File: src/rtl/wa_pkg.sv
package wa_pkg;

    typedef enum logic [2:0] {
        CL_MEM,
        CL_SHIFT32,
        CL_WIDEN16,
        CL_STRICT32,
        CL_STRICT16,
        CL_CROP,
        CL_IGNORE
    } wa_class_e;

    typedef enum logic [1:0] {
        ST_IDLE,
        ST_WRITE,
        ST_DISCARD
    } wa_state_e;

    localparam logic [1:0] SZ_BYTE = 2'd0;
    localparam logic [1:0] SZ_HALF = 2'd1;

    typedef struct packed {
        logic        keep;
        logic [3:0]  be;
        logic [31:0] data;
    } wa_shaped_t;

endpackage

File: src/rtl/wa_decode.sv
module wa_decode
    import wa_pkg::*;
#(
    parameter int ADDR_W = 8
) (
    input  logic [ADDR_W-1:0] addr,
    output wa_class_e         cls
);
    logic [3:0] region;
    assign region = addr[ADDR_W-1 -: 4];

    always_comb begin
        unique case (region)
            4'd0, 4'd1, 4'd2, 4'd3: cls = CL_MEM;
            4'd4:                   cls = CL_SHIFT32;
            4'd5:                   cls = CL_WIDEN16;
            4'd6:                   cls = CL_STRICT32;
            4'd7:                   cls = CL_STRICT16;
            4'd8:                   cls = CL_CROP;
            default:                cls = CL_IGNORE;
        endcase
    end
endmodule

File: src/rtl/wa_shape.sv
module wa_shape
    import wa_pkg::*;
(
    input  wa_class_e   cls,
    input  logic [1:0]  ofs,
    input  logic [1:0]  size,
    input  logic [31:0] wdata,
    output wa_shaped_t  shaped
);
    logic [31:0] lane_shift;
    logic [15:0] widened;
    logic [3:0]  half_be;
    logic [31:0] half_dup;

    assign lane_shift = wdata << {ofs, 3'b000};
    assign widened    = ofs[0] ? {wdata[7:0], 8'h00} : wdata[15:0];
    assign half_be    = ofs[1] ? 4'b1100 : 4'b0011;
    assign half_dup   = {wdata[15:0], wdata[15:0]};

    always_comb begin
        shaped = '{keep: 1'b1, be: 4'hF, data: wdata};
        unique case (cls)
            CL_MEM: begin
                if (size == SZ_BYTE) begin
                    shaped.be   = 4'b0001 << ofs;
                    shaped.data = lane_shift;
                end else if (size == SZ_HALF) begin
                    shaped.be   = half_be;
                    shaped.data = half_dup;
                end
            end
            CL_SHIFT32: shaped.data = lane_shift;
            CL_WIDEN16: begin
                shaped.be   = half_be;
                shaped.data = {widened, widened};
            end
            CL_STRICT32: shaped.keep = (ofs == 2'd0);
            CL_STRICT16: begin
                shaped.keep = ~ofs[0];
                shaped.be   = half_be;
                shaped.data = half_dup;
            end
            CL_CROP: begin
                if (size == SZ_BYTE || size == SZ_HALF) begin
                    shaped.be   = half_be;
                    shaped.data = {widened, widened};
                end else begin
                    shaped.be   = 4'b0011;
                    shaped.data = half_dup;
                end
            end
            CL_IGNORE: shaped.keep = 1'b0;
            default:   shaped.keep = 1'b0;
        endcase
    end
endmodule

File: src/rtl/wa_bank.sv
module wa_bank #(
    parameter int IDX_W = 6,
    localparam int DEPTH = 1 << IDX_W
) (
    input  logic             clk,
    input  logic             rst_n,
    input  logic             we,
    input  logic [IDX_W-1:0] widx,
    input  logic [3:0]       be,
    input  logic [31:0]      wdata,
    input  logic [IDX_W-1:0] ridx,
    output logic [31:0]      rdata
);
    logic [31:0] mem [DEPTH];

    always_ff @(posedge clk) begin
        if (!rst_n) begin
            for (int w = 0; w < DEPTH; w++) mem[w] <= '0;
        end else if (we) begin
            for (int b = 0; b < 4; b++) begin
                if (be[b]) mem[widx][8*b +: 8] <= wdata[8*b +: 8];
            end
        end
    end

    assign rdata = mem[ridx];
endmodule

File: src/rtl/wa_store_adapter.sv
module wa_store_adapter
    import wa_pkg::*;
#(
    parameter int ADDR_W = 8,
    localparam int IDX_W = ADDR_W - 2
) (
    input  logic              clk,
    input  logic              rst_n,
    input  logic              cpu_valid,
    input  logic [ADDR_W-1:0] cpu_addr,
    input  logic [1:0]        cpu_size,
    input  logic [31:0]       cpu_wdata,
    output logic              dev_we,
    output logic [ADDR_W-1:0] dev_addr,
    output logic [3:0]        dev_be,
    output logic [31:0]       dev_wdata,
    input  logic [IDX_W-1:0]  rd_addr,
    output logic [31:0]       rd_data
);
    wa_class_e  cls;
    wa_shaped_t shaped;
    wa_state_e  state_q, state_d;
    logic [IDX_W-1:0] idx_q;
    logic [3:0]       be_q;
    logic [31:0]      data_q;

    wa_decode #(.ADDR_W(ADDR_W)) u_decode (
        .addr (cpu_addr),
        .cls  (cls)
    );

    wa_shape u_shape (
        .cls    (cls),
        .ofs    (cpu_addr[1:0]),
        .size   (cpu_size),
        .wdata  (cpu_wdata),
        .shaped (shaped)
    );

    always_ff @(posedge clk) begin
        if (!rst_n) state_q <= ST_IDLE;
        else        state_q <= state_d;
    end

    always_comb begin
        unique case (state_q)
            ST_IDLE, ST_WRITE, ST_DISCARD: begin
                if (!cpu_valid)       state_d = ST_IDLE;
                else if (shaped.keep) state_d = ST_WRITE;
                else                  state_d = ST_DISCARD;
            end
            default: state_d = ST_IDLE;
        endcase
    end

    always_ff @(posedge clk) begin
        if (!rst_n) begin
            idx_q  <= '0;
            be_q   <= '0;
            data_q <= '0;
        end else if (cpu_valid && shaped.keep) begin
            idx_q  <= cpu_addr[ADDR_W-1:2];
            be_q   <= shaped.be;
            data_q <= shaped.data;
        end
    end

    assign dev_we    = (state_q == ST_WRITE);
    assign dev_addr  = {idx_q, 2'b00};
    assign dev_be    = be_q;
    assign dev_wdata = data_q;

    wa_bank #(.IDX_W(IDX_W)) u_bank (
        .clk   (clk),
        .rst_n (rst_n),
        .we    (dev_we),
        .widx  (idx_q),
        .be    (be_q),
        .wdata (data_q),
        .ridx  (rd_addr),
        .rdata (rd_data)
    );
endmodule

File: config.mk
export PLATFORM = sky130hd
export DESIGN_NAME = wa_store_adapter
export DESIGN_NICKNAME = d
export VERILOG_FILES = /design/src/rtl/wa_pkg.sv /design/src/rtl/wa_decode.sv /design/src/rtl/wa_shape.sv /design/src/rtl/wa_bank.sv /design/src/rtl/wa_store_adapter.sv
export SDC_FILE = /design/constraint.sdc
export NUM_CORES = 2
export LEC_CHECK = 0
export BUFFER_PORTS_ARGS = -buffer_cell sky130_fd_sc_hd__buf_2
export CAP_MARGIN = 5
export CORE_ASPECT_RATIO = 0.75
export CORE_UTILIZATION = 45
export DETAILED_ROUTE_END_ITERATION = 8
export SLEW_MARGIN = 25
export SYNTH_ARGS = -nofsm -noshare
export SYNTH_HDL_FRONTEND = slang
export SYNTH_SLANG_ARGS = --single-unit
File: constraint.sdc
create_clock -name clk -period 3.12 [get_ports clk]
set_input_delay 0.156 -clock clk [delete_from_list [all_inputs] [get_ports clk]]
set_output_delay 0.156 -clock clk [all_outputs]
set_load 0.005 [all_outputs]
# Word level (Yosys, flattened, before mapping)
# Memories as Yosys holds them, arrays and structs flattened.
# Index checks and enable logic that the tools add are counted.
[word_totals]
reg_bits = 44
latch_bits = 0
ramBits = 2048
romBits = 48
in_bits = 51
out_inout_bits = 77
mem_count = 2
[op_classes]
add_sub_neg = 0
mul = 0
n_div = 0
magnitude_cmp = 0
n_eq_ne = 8
n_shift = 2
muxes = 29
bitwise = 1
n_reduce_logical = 11
[memory_table]
columns = ["name", "words", "word_bits", "read_ports", "rd_clocked_by_memory_dff", "write_ports", "line", "rtl"]
rows = [
  ["u_bank.mem", 64, 32, 1, 0, 64, "wa_bank.sv:14", "logic [31:0] mem [DEPTH];"],
  ["(name not given)", 16, 3, 1, 0, 0, "wa_decode.sv:13", "unique case (region)"],
]
[op_table]
columns = ["op", "n"]
rows = [
  ["$pmux 32 s5", 1],
  ["$mux 36", 3],
  ["$mux 32", 1],
  ["$reduce_or 32->1", 1],
  ["$shl 32x5->32", 1],
  ["$mux 1", 17],
  ["$mux 16", 1],
  ["$pmux 4 s3", 1],
  ["$mux 4", 2],
  ["$eq 3x2->1 const B", 2],
  ["$eq 3x3->1 const B", 2],
  ["$logic_not 2->1", 3],
  ["$mux 6", 1],
  ["$eq 2x1->1 const B", 2],
  ["$reduce_or 4->1", 1],
  ["$shl 1x2->4 const A", 1],
  ["$eq 3x1->1 const B", 1],
  ["$logic_not 3->1", 1],
  ["$pmux 1 s3", 1],
  ["$reduce_and 3->1", 1],
  ["$reduce_or 3->1", 1],
  ["$eq 2x2->1 const B", 1],
  ["$mux 2", 1],
  ["$reduce_or 2->1", 1],
  ["3 further kinds", 3],
]

# Longest topological paths before layout
[depth]
depth_word = 6
depth_mapped = 11

# By module
# A second synthesis with hierarchy kept.
[hier_totals]
hier_cells = 6577
hier_area_um2 = 97697.4
[by_module_without_submodules]
columns = ["mod", "n_inst", "cells_per_inst", "area_per_inst_um2", "seq_area_each_um2"]
rows = [
  ["wa_bank", 1, 6137, 94471.9, 61499.0],
  ["wa_store_adapter", 1, 202, 1754.2, 880.8],
  ["wa_shape", 1, 225, 1382.6, 0.0],
  ["wa_decode", 1, 13, 88.8, 0.0],
]

# Least setup slack after synthesis
# OpenSTA, ideal clock, no wires.
[synth_timing]
path_type = "register to register"
from = "register idx_q[4]"
to = "memory u_bank.mem[18][16] (enable)"
setup_ps = 384
arrival_time_ps = 2211
required_time_ps = 2736
path_slack_ps = 525
stages_incl_launch_ff = 6
path_buffers = 2
synth_period_minus_slack_ps = 2595
path_cell_list = "dfxtp_1 > clkbuf_1 > nor3b_1 > nand2_1 > clkbuf_1 > o21ai_0"
[synth_lines]
columns = ["element", "line", "rtl"]
rows = [
  ["from (decl)", "wa_store_adapter.sv:23", "logic [IDX_W-1:0] idx_q;"],
  ["from (signal assigned)", "wa_store_adapter.sv:62", "idx_q <= cpu_addr[ADDR_W-1:2];"],
  ["to (decl)", "wa_bank.sv:14", ""],
]

# Worst setup path after layout
[layout_timing]
from = "memory u_bank.mem[38][11]"
to = "output port rd_data[11]"
[layout_between]
elab_chain_cells = 1
[layout_rtl]
columns = ["element", "line", "rtl"]
rows = [
  ["$mem_v2 64x32", "-", ""],
  ["to (decl)", "wa_store_adapter.sv:18", "output logic [31:0] rd_data"],
]
# Every way passes these cells.

==> impl_metrics.yaml <==
status:
  outcome: "finished with violations"
  violations: "negative setup slack"
floorplan:
  dieArea_um2: 217000
  fp-row-count: 147
  die_y_um: 403.6
  pin_count: 128
  die_w_um: 537.5
  design.core.area_um2: 213900
  initial_utilization_pct: 45.25
routing:
  first_pass_iters: 8
  wl_per_cell_um: 30.10
  viasPerCell: 6.125
  drt-initial-drc-count: 8535
  wl_met3_um: 32870
  wl_met1_um: 127300
  postRouteAntennaNets: 0
  wl_met2_um: 134700
  dr_total_vias: 61939
  top_layer: "met5"
  routed_wl_um: 304400
  remaining_drc_errors: 0
clock_tree:
  clock_latency_ps: 870
  root_buffer: "clkbuf_16"
  clkTransAtPathRegs_ps: 70
  clk_path_buf_depth: 4
  cts_sinks: 2092
  cts_max_level: 4
  cts_tree: "done"
  cts_buffers: 209
global_routing:
  grt_max_degree: 111
  antenna_found_initial: 14
  grt_pass1_vias: 59843
  grt_pass1_wl_um: 437100
  grt_usage_pct: 27.99
  grt_overflow_total: 0
timing:
  hold_viol_final: 0
  fmax_mhz: 320.3
  setup_viol: 1
  min_period_over_period_pct: 100.1
  finalMaxSlewViolations: 0
  period_needed_ps: 3122
  finClkSkew_ps: 59.23
  worst_pin_slew_ps: 1112
  layout_setup_ws_ps: -1.871
  fin_tns_setup_ps: -1.871
  rsz0062_at_grt: "yes"
  worst_slew_margin_rel_pct: 25.84
power:
  vdd_drop_max_uv: 438.3
  fin_total_pwr_mw: 62.77
  power_leakage_nw: 39.41
  pwr_density_cell_nw_per_um2: 560.1
cells_and_area:
  nFillCells: 17482
  area_delta_synth_final_pct: 15.81
  finalNetCount: 7167
  drive_above_1_share_pct: 24.16
  instances_no_fill: 10113
  final_area_um2: 112100
placement:
  place_hpwl_um: 209300
  routabilityCongestion: 0.8926
  dpl_worst_slack_ps: -100.1
  io_buffers: 125
  placed_cells: 9667
  postPlaceCellArea_um2: 104500
worst_setup_path:
  arrival_ps: 2970
  crit_type: "register to output port"
  crit_start: "u_bank.mem[38][11]"
  cp.required_ps: 2960
  cp-end-kind: "output port"
  critical_path.max_fanout: 1
  r2r_start: "idx_q[3]"
  worstSetupStartpointType: "register"
synthesis:
  synth-edff-count: 2048
  ys_top_cells_by_count: "edfxtp_1 (2048), and2_1 (1546), clkbuf_1 (543)"
  ys_ff_latch: 2092
  ys_seq_area_share_pct: 64.45
  synth_cells: 6679
  synth_area_leaders: "edfxtp_1 (64%), mux4_2 (12%), and2_1 (10%)"
  synth_most_common_cell: "edfxtp_1"
  syn_area_um2: 96790
  synth-warning-count: 0
  async_flop_share_pct: 0
  synth_top_area_share_pct: 63.54
  ys.flop_type: "edfxtp_1"
  syn_area_per_cell_um2: 14.49
  yosysUniqueCellTypes: 66
  synth_top_area_cell: "edfxtp_1"
worst_hold_path:
  min_path_type: "input pin to register"
  min_from: "cpu_addr[2]"
flow_run:
  max-cap-violations: 0
==> routing by layer <==
| metal | up-vias | track usage, % |
|---|---|---|
| li1 | 26133 | - |
| met1 | 31953 | 41.69 |
| met2 | 3400 | 41.38 |
| met3 | 451 | 5.917 |
| met4 | 2 | 8.024 |
| met5 | - | 0 |
==> area by class of cell <==
cell class / count / area (µm²) / area share [%]
Timing Repair Buffer: 884 / 7328 / 6.538
Sequential cell: 2092 / 62410 / 55.68
Clock buffer: 255 / 5495 / 4.903
Tap cell: 2831 / 3542 / 3.160
Multi-Input combinational cell: 3907 / 32180 / 28.71
Antenna cell: 6 / 15.01 / 0.01340
Inverter: 20 / 77.57 / 0.06921
Clock inverter: 118 / 1033 / 0.9221
==> power by group <==
group	internal (mW)	switching, mW
sequential	31.7	0.507
clock	13.9	11.0
combinational	2.12	3.53
total	47.7	15.1
==> worst paths after layout <==
kind	end	slack, ps	cells after the start
min reg2reg	state_q[0]	580	3
max	rd_data[11]	-2	8
max reg2reg	u_bank.mem[29][20]	210	5
min	idx_q[0]	100	4
==> critical path, cell delays in order, from the launching register on <==
cell	delay (ps)
edfxtp_1	390
mux4_2	550
o221ai_4	270
a21oi_2	110
a21oi_2	280
buf_4	170
a221oi_2	50
buf_4	170
buf_2	120
==> cells in the final DEF (no fill, tap or decap), types with 10 or more instances in the layout <==
cell / instances
edfxtp_1: 2048
and2_1: 1545
buf_4: 631
nor3_1: 533
mux4_2: 512
o21ai_0: 308
nor2_1: 254
clkbuf_16: 211
buf_2: 120
nand2_1: 118
a21oi_1: 97
mux2i_1: 71
dlygate4sd3_1: 65
buf_12: 64
a221oi_1: 57
clkinv_2: 46
o22ai_1: 45
clkinv_1: 40
clkbuf_1: 39
o221ai_1: 36
a22o_1: 36
dfxtp_2: 24
nand3_1: 20
dfxtp_1: 20
bufinv_16: 17
a21oi_2: 15
nand2b_1: 13
a221oi_2: 12
nor3b_1: 12
inv_1: 11
nor2b_1: 10
==> flip-flops by register name, summed over array words and instances, names as in the netlist <==
name        count
dev_be          4
dev_wdata      32
idx_q           6
state_q         2
u_bank.mem   2048
==> logic make-up (layout without fill, tap and decap cells) <==
logic type | Yosys count | in the layout | share of synthesized area, %
compound gates | 746 | 746 | 5.016
flops | 2092 | 2092 | 64.45
xor+xnor | 1 | 1 | 0.009051
buf+inv | 681 | 1277 | 2.801
other cells | 1 | 8 | 0.003875
simple gates | 2559 | 2559 | 14.89
fa+ha+maj | 2 | 2 | 0.02585
mux | 597 | 597 | 12.80
==> metrics by stage <==
step / utilization (%) / hold slack (ps)
2_1_floorplan: - / 292.0
3_3_place_gp: 48.83 / 405.9
4_1_cts: 52.34 / 58.98
5_1_grt: 52.40 / 104.5
3_5_place_dp: 48.84 / 416.7
6_report: 52.40 / 103.7
==> repair_timing <==
action,in CTS,in global routing
pin swaps,2,3
endpoints found under the hold margin,50,0
endpoints found under the setup margin,22,31
resized for setup,54,19
hold buffers,65,0
buffers inserted,0,2
Power figures use the tool's default switching activity.
